==> src/rtl/nv_recall_ctrl.sv <==
module nv_recall_ctrl #(
  parameter int AW = 3,
  parameter int DW = 8,
  parameter int RECALL_CYCLES = 24
) (
  input  logic          clk,
  input  logic          rst_n,
  input  logic          vlow_reset,
  input  logic          vlow_switch,
  input  logic          store_req,
  input  logic [AW-1:0] addr,
  input  logic [DW-1:0] wdata,
  input  logic          we,
  output logic [DW-1:0] rdata,
  output logic          busy
);
  localparam int DEPTH = 1 << AW;
  localparam int CW = $clog2(RECALL_CYCLES + DEPTH + 1);

  typedef enum logic [1:0] {IDLE, RECALL, STORE} state_t;

  state_t                     state;
  logic [CW-1:0]              cnt;
  logic                       pend;
  logic                       wr_block;
  logic [DEPTH-1:0][DW-1:0]   nv;
  logic [DW-1:0]              sram [DEPTH];

  logic [AW-1:0] idx;
  logic          launch, st_go, host_wr, in_recall, in_store;

  assign idx       = cnt[AW-1:0];
  assign in_recall = (state == RECALL);
  assign in_store  = (state == STORE);
  assign launch    = (state == IDLE) && pend && !vlow_switch && !vlow_reset;
  assign st_go     = (state == IDLE) && !pend && store_req && !vlow_switch;
  assign busy      = (state != IDLE) || pend;
  assign host_wr   = we && !busy && !wr_block;
  assign rdata     = busy ? '0 : sram[addr];

  always_ff @(posedge clk or negedge rst_n) begin
    if (!rst_n) begin
      state    <= IDLE;
      cnt      <= '0;
      pend     <= 1'b1;
      wr_block <= 1'b0;
      nv       <= '0;
    end else begin
      pend <= vlow_reset | (pend & !launch);
      case (state)
        IDLE: begin
          cnt <= '0;
          if (launch) begin
            state    <= RECALL;
            wr_block <= 1'b1;
          end else begin
            if (st_go) state <= STORE;
            if (!we) wr_block <= 1'b0;
          end
        end
        RECALL: begin
          cnt <= cnt + 1'b1;
          if (cnt == CW'(RECALL_CYCLES - 1)) state <= IDLE;
        end
        STORE: begin
          nv[idx] <= sram[idx];
          cnt <= cnt + 1'b1;
          if (cnt == CW'(DEPTH - 1)) state <= IDLE;
        end
        default: state <= IDLE;
      endcase
    end
  end

  always_ff @(posedge clk) begin
    if (in_recall && cnt < CW'(2 * DEPTH))
      sram[idx] <= (cnt < CW'(DEPTH)) ? '0 : nv[idx];
    else if (host_wr)
      sram[addr] <= wdata;
  end
endmodule


==> config.mk <==
export PLATFORM = sky130hd
export DESIGN_NAME = nv_recall_ctrl
export DESIGN_NICKNAME = d
export VERILOG_FILES = /design/src/rtl/nv_recall_ctrl.sv
export SDC_FILE = /design/constraint.sdc
export NUM_CORES = 1
export LEC_CHECK = 0
export BUFFER_PORTS_ARGS = -buffer_cell sky130_fd_sc_hd__buf_2
export CAP_MARGIN = 0
export CORE_MARGIN = 5
export CORE_UTILIZATION = 35
export DETAILED_ROUTE_END_ITERATION = 10
export GPL_TIMING_DRIVEN = 1
export PLACE_DENSITY = 0.47
export SLEW_MARGIN = 0
export SYNTH_ARGS = -nofsm -noshare
export SYNTH_HDL_FRONTEND = slang
export SYNTH_SLANG_ARGS = --single-unit
==> constraint.sdc <==
create_clock -name clk -period 3.9 [get_ports clk]
set_clock_uncertainty 0.15 [all_clocks]
set_input_delay 0.39 -clock clk [delete_from_list [all_inputs] [get_ports clk]]
set_output_delay 0.39 -clock clk [all_outputs]
set_load 0.02 [all_outputs]
==> impl_metrics.json, run 1 <==
{
  "max_slew_margin": 0.326,
  "cts_tree": "yes",
  "cts_htree_levels": 4,
  "p_int_uw": 3140,
  "ys_warn_count": 0,
  "power_density_nw_per_um2": 641,
  "fp.dieArea_um2": 22300,
  "grt_pass1_wl_um": 28500,
  "clock-root-buffer": "clkbuf_16",
  "num_rows": 51,
  "drtIter0Drc": 373,
  "p_leak_uw": 0.00289,
  "core_area_um2": 19300,
  "areaGrowthSynthToFinish_pct": 12.3,
  "drive_gt1_frac": 0.217,
  "cp_max_fo": 13,
  "synth_nets": 570,
  "synthCells": 548,
  "min-delay-path-class": "in -> async",
  "max-clock-path-buffers": 2,
  "clkLatencyLatePin_ns": 0.43,
  "synth_cell_types": 69,
  "grt_pass1_vias": 4556,
  "grtUsageTotal": 0.174,
  "combinationalPowerShare": 0.277,
  "cp_data_required_time_ns": 3.80,
  "vias": 4428,
  "place.gp.congestion": 0.824,
  "fp.dieW_um": 149,
  "antenna_found_initial": 0,
  "path_clk_slew_ns": 0.06,
  "hold_slack_ns": -0.0712,
  "grt_setup_unrepaired": "false",
  "setup_viol": 0,
  "layout.nets": 589,
  "status": "finished, violations left",
  "ant_nets": 0,
  "portBuffers": 25,
  "power_frac_clock": 0.313,
  "numCtsBuffers": 17,
  "grt_max_degree": 75,
  "synth-main-ff-cell": "dfrtp_1",
  "post-route-min-period_ns": 3.12,
  "peakVddDrop_v": 0.000348,
  "yosys.area.top_type_share": 0.283,
  "min_period_over_period": 0.800,
  "worst_setup_path_start_kind": "register",
  "slowest_delay_ns": 0.73,
  "synth_edf_count": 64,
  "pin_count": 26,
  "power_frac_seq": 0.410,
  "synth_async_sr_flop_share": 0.536,
  "violations": "hold timing",
  "synth_area_um2": 6800,
  "synth_seq_cells": 138,
  "switching_share": 0.357,
  "tightest_slew_ns": 1.01,
  "cts_resized": 0,
  "cts.sinks": 138,
  "firstDrtPassIters": 5,
  "initial_utilization": 0.353,
  "p_switching_uw": 1750,
  "drv_cap": 0,
  "critPathTopFamily": "simple AND/OR/NAND/NOR gates",
  "crit_type": "reg -> reg",
  "cts-hold-fix-buffers": 0,
  "wl_um": 18400,
  "cp_num_buf_inv": 1,
  "wl_per_cell_um": 21.8,
  "cp_cell_sequence": "inv_1 -> ha_1 -> nand4bb_1 -> nor2_2 -> a22oi_1 -> nor2_1",
  "place_area_um2": 7080,
  "fp.dieH_um": 149,
  "hpwl_um": 12900,
  "fin_area_um2": 7630,
  "cp-end-kind": "register",
  "diodes": 0,
  "synth_area_leaders": "edfxtp_1, dfrtp_1, mux2i_1",
  "yosysSeqAreaShare": 0.555,
  "grt-ovfl-total": 0,
  "hold_viol_final": 24,
  "drc_errors": 0,
  "syn_area_per_cell_um2": 12.4,
  "vias_per_cell": 5.24,
  "synth.largest_area_cell": "edfxtp_1",
  "fin_tns_setup_ns": 0,
  "arrival_ns": 3.02,
  "fmax_mhz": 320,
  "drv_slew": 0,
  "slowest_stage": "nor2_1",
  "post_cts_buffers": 0
}
## cell usage after synthesis (all sizes together) (2+ instances only)
| cell | count |
|---|---|
| a22oi | 6 |
| nand2b | 5 |
| mux2 | 19 |
| nand3 | 7 |
| o21ai | 38 |
| and3 | 4 |
| o21a | 2 |
| and2 | 2 |
| nor3b | 2 |
| nand2 | 48 |
| buf | 32 |
| clkbuf | 5 |
| a22o | 4 |
| edfxtp | 64 |
| inv | 11 |
| nor4 | 2 |
| a221oi | 2 |
| nor2 | 57 |
| a2111oi | 4 |
| nand4 | 2 |
| nor3 | 5 |
| mux4 | 19 |
| o22ai | 3 |
| a21oi | 39 |
| a211oi | 10 |
| ha | 5 |
| a211o | 2 |
| mux2i | 45 |
| nor2b | 7 |
| nand4bb | 2 |
| a31oi | 5 |
| dfrtp | 73 |
## cells in the final DEF, fill, tap and decap left out, drive strengths merged, types with 3 or more instances in the layout
master	count
a2111oi	4
a211oi	10
a21oi	39
a22o	4
a22oi	6
a31oi	5
and3	4
buf	37
clkbuf	17
clkinv	3
clkinvlp	4
dfrtp	73
edfxtp	64
ha	5
inv	19
mux2	19
mux2i	45
mux4	19
nand2	48
nand2b	5
nand3	7
nor2	57
nor2b	7
nor3	5
o21ai	38
o22ai	3
## area by class of cell
type                    count  area (um^2)
clock buffers              17          425
inverters                  11         41.3
well taps                 265          332
repair buffers             37          230
clock inverters            15          131
flip-flops and latches    138         3780
multi-input cells         362         2700
fillers                  1892        11600
## worst paths after layout
check	startpoint	endpoint	slack [ns]	depth (start not counted)
max	state[1]$_DFFE_PN0P_	sram[1][5]$_DFFE_PP_	0.78	6
min	rst_n	nv[26]$_DFFE_PN0P_	-0.07	1
max reg2reg	state[1]$_DFFE_PN0P_	sram[1][5]$_DFFE_PP_	0.78	6
min reg2reg	nv[28]$_DFFE_PN0P_	nv[28]$_DFFE_PN0P_	0.32	2
max in group asynchronous	rst_n	cnt[1]$_DFFE_PN0P_	2.88	1
min in group clk	vlow_reset	pend$_DFF_PN1_	0.02	2
## state kept, by name, summed over array words and instances, names as in the netlist
signal / count
nv: 64
sram: 64
cnt: 6
state: 2
pend: 1
wr_block: 1
## power groups by stage
| stage | Combinational (uW) | Sequential, uW | Clock (uW) |
|---|---|---|---|
| after detailed placement | 1350 | 2040 | 0 |
| final | 1360 | 2010 | 1530 |
| after global routing | 1480 | 2040 | 1630 |
| after global placement | 1330 | 2030 | 0 |
| after floorplan | 1130 | 1880 | 0 |
| after CTS | 1360 | 2010 | 1550 |
## cells by family (layout without fill, tap and decap cells)
group                    Yosys count  after routing  synth area share
adder cells (fa/ha/maj)            5              5           0.00920
multiplexers                      83             83             0.162
buffers and inverters             48             80            0.0477
AO/OA/AOI/OAI                    127            127             0.122
AND/OR/NAND/NOR                  147            147             0.104
flip-flops                       138            138             0.555
## per-layer routing
metal | global-route usage | part of all wire
met5 | 0 | 0
met4 | 0.0535 | 0.016
met3 | 0.0267 | 0.042
met2 | 0.275 | 0.47
met1 | 0.247 | 0.47
## per-stage QoR
stage	power (uW)	std cells	worst slack [ns]	hold slack [ns]	util
after floorplan	3010	548	1.51	-0.0556	-
after global placement	3360	813	0.957	0.313	0.367
after detailed placement	3390	813	0.803	0.315	0.367
after CTS	4920	845	0.791	0.00372	0.396
after global routing	5150	845	0.568	0.0386	0.396
final	4890	845	0.779	-0.0712	0.396
Note: power is estimated with default switching activity, not from simulation.
==> inputs of run 2 (changes only) <==
--- a/config.mk
+++ b/config.mk
@@ -11,7 +11,7 @@
 export CORE_UTILIZATION = 35
 export DETAILED_ROUTE_END_ITERATION = 10
 export GPL_TIMING_DRIVEN = 1
-export PLACE_DENSITY = 0.47
+export PLACE_DENSITY = 0.49
 export SLEW_MARGIN = 0
 export SYNTH_ARGS = -nofsm -noshare
 export SYNTH_HDL_FRONTEND = slang
==> constraint.sdc (replaced) <==
create_clock -name clk -period 2.85 [get_ports clk]
set_clock_uncertainty 0.15 [all_clocks]
set_input_delay 0.285 -clock clk [delete_from_list [all_inputs] [get_ports clk]]
set_output_delay 0.285 -clock clk [all_outputs]
set_load 0.02 [all_outputs]
==> impl_metrics.json, run 2 (synthesized netlist as in run 1, its figures left out) <==
{
  "fp.dieH_um": 149,
  "crit_type": "reg -> reg",
  "firstDrtPassIters": 5,
  "grt-ovfl-total": 0,
  "tightest_slew_ns": 0.970,
  "reg2reg_setup_slack_ns": 0.24,
  "cts_htree_levels": 4,
  "cts.sinks": 138,
  "hold_slack_ns": 0.103,
  "placed_cells": 830,
  "drc_errors": 0,
  "fin_area_um2": 7840,
  "cp_num_buf_inv": 1,
  "cp_data_required_time_ns": 2.75,
  "vias_per_cell": 5.23,
  "areaGrowthSynthToFinish_pct": 15.4,
  "antenna_found_initial": 0,
  "vias": 4525,
  "slowest_delay_ns": 0.60,
  "max-clock-path-buffers": 2,
  "regToRegEndpoint": "sram[0][0]$_DFFE_PP_",
  "top_regs": "nv x64, sram x64, cnt x6",
  "path_depth": 6,
  "worst_setup_path_start_kind": "register",
  "min-delay-path-class": "in -> reg",
  "layout.nets": 609,
  "status": "complete, no violations",
  "setup_viol": 0,
  "grt_pass1_wl_um": 28100,
  "fmax_mhz": 383,
  "peakVddDrop_v": 0.000522,
  "post-route-min-period_ns": 2.61,
  "post_cts_buffers": 0,
  "core_area_um2": 19300,
  "cts_tree": "yes",
  "place_area_um2": 7230,
  "cp_max_fo": 8,
  "min_period_over_period": 0.915,
  "grt_max_degree": 75,
  "path_clk_slew_ns": 0.06,
  "min-delay-start": "vlow_switch",
  "ant_nets": 0,
  "drv_slew": 0,
  "fp.dieW_um": 149,
  "numCtsBuffers": 17,
  "p_leak_uw": 0.00299,
  "wl_um": 17800,
  "clkLatencyLatePin_ns": 0.43,
  "drtIter0Drc": 512,
  "max_slew_margin": 0.353,
  "stdcell_count": 865,
  "hold_viol_final": 0,
  "grt_setup_unrepaired": "false",
  "gr-max-usage-layer": "met2",
  "arrival_ns": 2.51,
  "grt_util_met3": 0.0283,
  "critPathTopFamily": "simple AND/OR/NAND/NOR gates",
  "r2r-start": "state[0]$_DFFE_PN0P_",
  "clock-root-buffer": "clkbuf_16",
  "grt_util_met1": 0.240,
  "num_rows": 51,
  "cp-startpoint": "state[0]$_DFFE_PN0P_",
  "endpoint": "sram[0][0]$_DFFE_PP_",
  "fin_tns_setup_ns": 0,
  "cp_cell_sequence": "inv_1 -> ha_1 -> nand4bb_1 -> nor2_2 -> mux2i_1 -> nor2_1",
  "power.total_uw": 6870,
  "portBuffers": 25,
  "r2r_cells": 6,
  "grt_pass1_vias": 4633,
  "slowest_stage": "nor2_1",
  "wl_per_cell_um": 20.6,
  "initial_utilization": 0.353,
  "pin_count": 26,
  "layout_commonest_cell": "dfrtp_1",
  "layout_common_cells": "dfrtp_1, edfxtp_1, nor2_1",
  "grtUsageTotal": 0.168,
  "fp.dieArea_um2": 22300,
  "place.gp.congestion": 0.790,
  "drive_gt1_frac": 0.235,
  "cp-end-kind": "register",
  "use_met2": 0.262,
  "power_density_nw_per_um2": 876,
  "drv_cap": 0,
  "hpwl_um": 12600,
  "diodes": 0
}
## run 2: stage by stage
stage          setup WS, ns  utilization
2_1_floorplan         0.459            -
3_3_place_gp          0.357        0.375
3_5_place_dp          0.206        0.375
4_1_cts               0.196        0.407
5_1_grt               0.104        0.407
6_report              0.241        0.407
## run 2: worst min path at each step
stage / slack [ns] / to / depth (start not counted)
floorplan: -0.16 / cnt[0]$_DFFE_PN0P_ / 0
global placement: 0.31 / nv[59]$_DFFE_PN0P_ / 2
detailed placement: 0.32 / nv[36]$_DFFE_PN0P_ / 2
CTS: 0.09 / state[1]$_DFFE_PN0P_ / 3
global route: 0.12 / state[1]$_DFFE_PN0P_ / 3
finish: 0.10 / state[1]$_DFFE_PN0P_ / 3
## run 2: cell type report
class,instances,area (um^2)
Timing Repair Buffer,57,413
Clock inverter,15,151
Inverter,11,41.3
Multi-Input combinational cell,362,2700
Fill cell,1894,11400
Sequential cell,138,3780
Clock buffer,17,425
Tap cell,265,332
## run 2: per-layer routing
layer | part of all wire | up-vias
met5 | 0 | -
met4 | 0.019 | 0
met3 | 0.032 | 19
met2 | 0.47 | 86
met1 | 0.48 | 2306
li1 | - | 2114
## run 2: power by group
part | internal, uW | leakage [uW] | total, uW | switching (uW)
registers | 2420 | 0.00159 | 2670 | 248
clock network | 1280 | 0.000261 | 2160 | 880
logic | 850 | 0.00115 | 2030 | 1180
total | 4560 | 0.00299 | 6870 | 2310
## run 2: repair_timing
item / 4_1_cts / 5_1_grt
endpoints found under the setup margin: 0 / 8
hold buffers: 3 / 0
endpoints found under the hold margin: 75 / 0
resized for setup: 0 / 1
## run 2: worst reg2reg max path, cell delays in order, from the launching register on
cell	delay, ns
dfrtp_1	0.40
inv_1	0.11
ha_1	0.21
nand4bb_1	0.27
nor2_2	0.35
mux2i_1	0.15
nor2_1	0.60
